[config.mk]
export PLATFORM = sky130hd
export DESIGN_NAME = hb_gate_seq
export DESIGN_NICKNAME = d
export VERILOG_FILES = /design/src/rtl/hb_pkg.sv /design/src/rtl/hb_cmd_decode.sv /design/src/rtl/hb_dt_scale.sv /design/src/rtl/hb_leg_gate.sv /design/src/rtl/hb_gate_seq.sv
export SDC_FILE = /design/constraint.sdc
export NUM_CORES = 1
export LEC_CHECK = 0
export CAP_MARGIN = 40
export CORE_UTILIZATION = 45
export DETAILED_ROUTE_END_ITERATION = 6
export PLACE_DENSITY_LB_ADDON = 0.15
export SLEW_MARGIN = 30
export SYNTH_ARGS = -nofsm -noshare
export SYNTH_HDL_FRONTEND = slang
export SYNTH_SLANG_ARGS = --single-unit
export TNS_END_PERCENT = 1
[constraint.sdc]
create_clock -name clk -period 2.6 [get_ports clk]
set_input_delay 0.52 -clock clk [delete_from_list [all_inputs] [get_ports clk]]
set_output_delay 0.52 -clock clk [all_outputs]
set_load 0.005 [all_outputs]
[src/rtl/hb_pkg.sv]
package hb_pkg;
  // one bridge leg: high-side and low-side request
  typedef struct packed {
    logic hi;
    logic lo;
  } leg_cmd_t;

  localparam int LEG_A = 0;
  localparam int LEG_B = 1;
  localparam int NUM_LEGS = 2;
endpackage

[src/rtl/hb_cmd_decode.sv]
module hb_cmd_decode
  import hb_pkg::*;
(
  input  logic                      dir,
  input  logic                      drive_en,
  input  logic                      decay_slow,
  input  logic                      sync_rect,
  output leg_cmd_t [NUM_LEGS-1:0]   want
);
  always_comb begin
    want = '0;
    if (drive_en) begin
      // direct drive follows direction only
      if (dir) begin
        want[LEG_A].hi = 1'b1;
        want[LEG_B].lo = 1'b1;
      end else begin
        want[LEG_B].hi = 1'b1;
        want[LEG_A].lo = 1'b1;
      end
    end else begin
      unique case ({decay_slow, sync_rect})
        2'b00: want = '0;                       // coast
        2'b01: begin                            // fast decay, rectified
          if (dir) begin
            want[LEG_B].hi = 1'b1;
            want[LEG_A].lo = 1'b1;
          end else begin
            want[LEG_A].hi = 1'b1;
            want[LEG_B].lo = 1'b1;
          end
        end
        2'b11: begin                            // brake
          want[LEG_A].lo = 1'b1;
          want[LEG_B].lo = 1'b1;
        end
        default: begin                          // slow decay, diode path
          if (dir) want[LEG_B].lo = 1'b1;
          else     want[LEG_A].lo = 1'b1;
        end
      endcase
    end
  end
endmodule

[src/rtl/hb_dt_scale.sv]
module hb_dt_scale #(
  parameter int BASE_W      = 10,
  parameter int LONG_SHIFT  = 5,
  localparam int DT_W       = BASE_W + LONG_SHIFT
) (
  input  logic [BASE_W-1:0] dt_base,
  input  logic              dt_long,
  output logic [DT_W-1:0]   dt_cycles
);
  generate
    if (LONG_SHIFT > 0) begin : g_scaled
      always_comb begin
        if (dt_long) dt_cycles = {dt_base, {LONG_SHIFT{1'b0}}};
        else         dt_cycles = {{LONG_SHIFT{1'b0}}, dt_base};
      end
    end else begin : g_plain
      always_comb dt_cycles = dt_base;
    end
  endgenerate
endmodule

[src/rtl/hb_leg_gate.sv]
module hb_leg_gate
  import hb_pkg::*;
#(
  parameter int DT_W = 15,
  localparam int CNT_W = DT_W + 1
) (
  input  logic            clk,
  input  logic            rst,
  input  logic            force_off,
  input  leg_cmd_t        want,
  input  logic [DT_W-1:0] dt_cycles,
  output logic            gate_hi,
  output logic            gate_lo
);
  // side 1 = high, side 0 = low
  logic [1:0]       req;
  logic             on_q  [2];
  logic [CNT_W-1:0] off_run [2];

  assign req = {want.hi, want.lo};

  generate
    for (genvar s = 0; s < 2; s++) begin : g_side
      localparam int P = 1 - s;

      // cycles for which the partner has been commanded off
      always_ff @(posedge clk) begin
        if (rst)                  off_run[s] <= '0;
        else if (req[P])          off_run[s] <= '0;
        else if (off_run[s] != '1) off_run[s] <= off_run[s] + 1'b1;
      end

      always_ff @(posedge clk) begin
        if (rst || force_off) on_q[s] <= 1'b0;
        else on_q[s] <= req[s] && !req[P] && (off_run[s] >= {1'b0, dt_cycles});
      end

      p_off_prompt_r8: assert property (@(posedge clk) disable iff (rst)
        !req[s] |=> !on_q[s]);
    end
  endgenerate

  assign gate_hi = on_q[1];
  assign gate_lo = on_q[0];

  p_leg_excl_r7: assert property (@(posedge clk) disable iff (rst)
    !(gate_hi && gate_lo));
endmodule

[src/rtl/hb_gate_seq.sv]
module hb_gate_seq
  import hb_pkg::*;
#(
  parameter int DT_BASE_W  = 10,
  parameter int LONG_SHIFT = 5,
  localparam int DT_W      = DT_BASE_W + LONG_SHIFT
) (
  input  logic                 clk,
  input  logic                 rst,
  input  logic                 awake,
  input  logic                 fault_coast,
  input  logic                 dir,
  input  logic                 drive_en,
  input  logic                 decay_slow,
  input  logic                 sync_rect,
  input  logic                 dt_long,
  input  logic [DT_BASE_W-1:0] dt_base,
  output logic                 hs_a,
  output logic                 ls_a,
  output logic                 hs_b,
  output logic                 ls_b,
  output logic                 bridge_change
);
  leg_cmd_t [NUM_LEGS-1:0] decoded;
  leg_cmd_t [NUM_LEGS-1:0] cmd_d;
  leg_cmd_t [NUM_LEGS-1:0] cmd_q;
  logic                    force_now;
  logic [DT_W-1:0]         dt_cycles;
  logic                    chg_q;
  logic [NUM_LEGS-1:0]     leg_hi;
  logic [NUM_LEGS-1:0]     leg_lo;

  hb_cmd_decode u_dec (
    .dir        (dir),
    .drive_en   (drive_en),
    .decay_slow (decay_slow),
    .sync_rect  (sync_rect),
    .want       (decoded)
  );

  hb_dt_scale #(.BASE_W(DT_BASE_W), .LONG_SHIFT(LONG_SHIFT)) u_dt (
    .dt_base   (dt_base),
    .dt_long   (dt_long),
    .dt_cycles (dt_cycles)
  );

  assign force_now = fault_coast || !awake;
  assign cmd_d     = force_now ? '0 : decoded;

  always_ff @(posedge clk) begin
    if (rst) begin
      cmd_q <= '0;
      chg_q <= 1'b0;
    end else begin
      cmd_q <= cmd_d;
      chg_q <= (cmd_d != cmd_q);
    end
  end

  generate
    for (genvar g = 0; g < NUM_LEGS; g++) begin : g_leg
      hb_leg_gate #(.DT_W(DT_W)) u_leg (
        .clk       (clk),
        .rst       (rst),
        .force_off (force_now),
        .want      (cmd_q[g]),
        .dt_cycles (dt_cycles),
        .gate_hi   (leg_hi[g]),
        .gate_lo   (leg_lo[g])
      );
    end
  endgenerate

  assign hs_a          = leg_hi[LEG_A];
  assign ls_a          = leg_lo[LEG_A];
  assign hs_b          = leg_hi[LEG_B];
  assign ls_b          = leg_lo[LEG_B];
  assign bridge_change = chg_q;

  p_force_off_r9: assert property (@(posedge clk) disable iff (rst)
    (fault_coast || !awake) |=> !(hs_a || ls_a || hs_b || ls_b));

  p_reset_clear_r11: assert property (@(posedge clk)
    rst |=> !(hs_a || ls_a || hs_b || ls_b || bridge_change));
endmodule

==> summary.md <==
| Metric | Value |
|---|---|
| Slew margin rel. | `53.7%` |
| Area contributors post-synth | `edfxtp_1, ha_1, nor2_1` |
| F_max | `407 MHz` |
| Final nets | `659` |
| Largest net degree at the start of global routing | `17` |
| Sw Share | `24.0%` |
| Area Growth Syn to Fin | `16.5%` |
| Vias after detailed routing | `4073` |
| Core Region | `0.0110 mm²` |
| Layout Cells excl Fill | `721` |
| Synth warnings | `0` |
| Dpl hpwl | `9110 µm` |
| Post-Syn Nets | `605` |
| Status | `complete, no violations` |
| Fin Clk Skew | `0.00613 ns` |
| Hold path startpoint | `cmd_q[0]$_SDFF_PP0_` |
| Slew Limit Fails | `0` |
| WP data required | `2.83 ns` |
| Reg2reg start | `g_leg[0].u_leg.off_run[1][8]$_SDFFCE_PN0P_` |
| RR Endpoint | `g_leg[0].u_leg.off_run[1][12]$_SDFFCE_PN0P_` |
| Yosys top cell by area | `edfxtp_1` |
| Period utilisation layout | `94.6%` |
| Layout cells sized above 1 | `10.2%` |
| Count leader, synth | `nor2_1` |
| First-pass GRT wire length | `19800 µm` |
| RSZ-0062 raised after global routing | `no` |
| Critical Path Start Type | `input port` |
| H-tree Lvls | `3` |
| Worst-Margin Slew | `0.694 ns` |
| Placement Setup Slack | `-0.201 ns` |
| Power consumption | `2.75 mW` |
| Diodes inserted | `0` |
| Vias per inst | `5.65` |
| DRC violations left | `0` |
| Net Switching | `0.660 mW` |
| R2R setup slack | `0.42 ns` |
| Cell count after synthesis | `522` |
| Worst EP arrival | `2.68 ns` |
| Post-Syn Area | `0.00520 mm²` |
| Max Buffers Root-to-Sink | `2` |
| Global route overflow | `0` |
| Final setup violation count | `0` |
| VDD IR max | `0.000397 V` |
| Leak pwr | `2.52 nW` |
| Total track usage | `22.0%` |
| Pwr/cell area | `454 mW/mm²` |
| Sink Count | `73` |
| Clock buffer count from CTS | `9` |
| Worst-Skew Late Latency | `0.35 ns` |
| Worst Hold End | `g_leg[0].u_leg.on_q[0]$_SDFF_PP0_` |
| Min Tclk post-route | `2.46 ns` |
| Placed cell count | `705` |
| Initial antenna violation count | `0` |
| Async set-or-reset flop fraction in the synthesized netlist | `0%` |
| Initial Utilization | `47.2%` |
| Avg Cell Area, Syn | `9.96 µm²` |
| Reg clk slew, reported paths | `0.05 ns` |
| P_int | `2.09 mW` |
| Die H | `110 µm` |
| Final worst slack | `0.140 ns` |
| Crit-path max FO | `15` |
| Cell count of the worst hold path | `2` |
| CTS tree | `yes` |
| Cells on worst reg2reg path | `3` |
| Reg power frac | `47.5%` |
| Sum Neg Setup Slack | `0 ns` |
| Post-synthesis sequential area ratio | `40.4%` |
| I/O pin cnt | `24` |
| DRT Wirelength | `12000 µm` |
| Iter 0 DRT Violations | `209` |
| Vias in the first global route | `3971` |
| Die width | `110 µm` |
| Main synth FF type | `edfxtp_1` |
| Row count | `38` |
| Count of different cell masters after synthesis | `59` |
| Routability Congestion | `0.817` |
| Synth top cells by count | `nor2_1, edfxtp_1, ha_1` |
| Endpoint type of the worst setup path | `register` |
| Number of fill cells in the layout | `978` |
| 1st-pass router iterations | `4` |
| Gate power share | `11.1%` |
| Register bit total from synthesis | `73` |
| Critical path class | `in -> reg` |
| Die area | `0.0120 mm²` |
| Clk pwr share | `41.3%` |
| Number of flops mapped to enable cells by yosys | `64` |
| CTS root buffer | `clkbuf_16` |
| Final hold vios | `0` |
| Post-route ant nets | `0` |
| Hold crit path type | `reg -> reg` |
| Routed len/inst | `16.6 µm` |
| Max-cap violations | `0` |
| Yosys top cell area share | `36.9%` |
| IO buf count | `23` |
cell families after synthesis:
kind of cell	count (synthesis)	synth area share [%]
AO/OA/AOI/OAI	69	8.64
XOR/XNOR	52	8.76
adder cells (fa/ha/maj)	64	15.4
buffers and inverters	29	2.50
flip-flops	73	40.4
multiplexers	9	1.73
AND/OR/NAND/NOR	226	22.6
power groups by stage:
stage	logic [mW]	registers, mW	clock network [mW]
final	0.306	1.31	1.14
after global routing	0.340	1.31	1.19
after CTS	0.305	1.31	1.16
after detailed placement	0.302	1.33	0
after global placement	0.293	1.33	0
after floorplan	0.175	1.33	0
timing repair:
item | CTS | global route
hold endpoints to repair | 0 | 0
resized for setup | 0 | 2
hold buffers | 0 | 0
endpoints found under the setup margin | 0 | 1
buffers inserted | 0 | 0
registers in the layout, indices dropped and copies added, names as in the netlist:
| signal | cells |
|---|---|
| g_leg.u_leg.off_run | 64 |
| cmd_q | 4 |
| g_leg.u_leg.on_q | 4 |
| bridge_change | 1 |
layout by cell type (no fill, tap or decap), types with 9 or more instances in the layout:
master,synthesis,final
xor2_1,28,28
nand3_1,33,33
edfxtp_1,64,64
mux2i_1,9,9
nand4_1,18,18
ha_1,64,64
clkbuf_16,0,9
xnor2_1,24,24
nand2b_1,10,10
inv_1,19,19
nand2_1,37,37
a21oi_1,28,28
clkdlybuf4s50_1,0,23
buf_4,3,29
nor2_1,80,80
dfxtp_1,9,9
worst max-delay path by stage:
stage / startpoint / endpoint / slack, ns
final: dt_long / g_leg[0].u_leg.on_q[1]$_SDFF_PP0_ / 0.14
after detailed placement: dt_long / g_leg[0].u_leg.on_q[1]$_SDFF_PP0_ / -0.20
after CTS: dt_long / g_leg[0].u_leg.on_q[1]$_SDFF_PP0_ / 0.15
after global placement: dt_long / g_leg[0].u_leg.on_q[1]$_SDFF_PP0_ / -0.08
after global routing: dt_long / g_leg[0].u_leg.on_q[1]$_SDFF_PP0_ / 0.01
after floorplan: dt_long / g_leg[1].u_leg.on_q[0]$_SDFF_PP0_ / 0.27
metrics by stage:
| step | hold slack, ns | instance area (µm²) | util, % |
|---|---|---|---|
| 3_5_place_dp | 0.581 | 5790 | 52.5 |
| 2_1_floorplan | 0.570 | 5200 | - |
| 6_report | 0.600 | 6060 | 54.9 |
| 5_1_grt | 0.640 | 6060 | 54.9 |
| 4_1_cts | 0.594 | 6050 | 54.9 |
| 3_3_place_gp | 0.583 | 5790 | 52.5 |
metal layers:
metal  vias to the layer above  share of wire [%]  track usage, %
met1                      1966                 49            29.9
met2                        54                 46            34.8
li1                       2038                  -               -
met3                        15                2.8            3.56
met5                         -                  0               0
met4                         0                1.9            8.86
layout make-up:
type	instances	area [µm²]	share of cell area (%)
multi-input cells	420	2980	49.1
repair buffers	53	468	7.73
clock inverters	4	18.8	0.310
flip-flops and latches	73	2100	34.7
well taps	140	175	2.89
inverters	19	71.3	1.18
clock buffers	12	246	4.07
worst max-delay path: stages:
cell and delay [ns]:
clkdlybuf4s50_1 0.51, buf_12 0.15, nand2_1 0.18, ha_1 0.37, a211oi_1 0.24, nand2_1 0.11, a211o_1 0.28, a211oi_1 0.25
nor4_1 0.09
No activity file was read; power rests on OpenSTA's default activity.
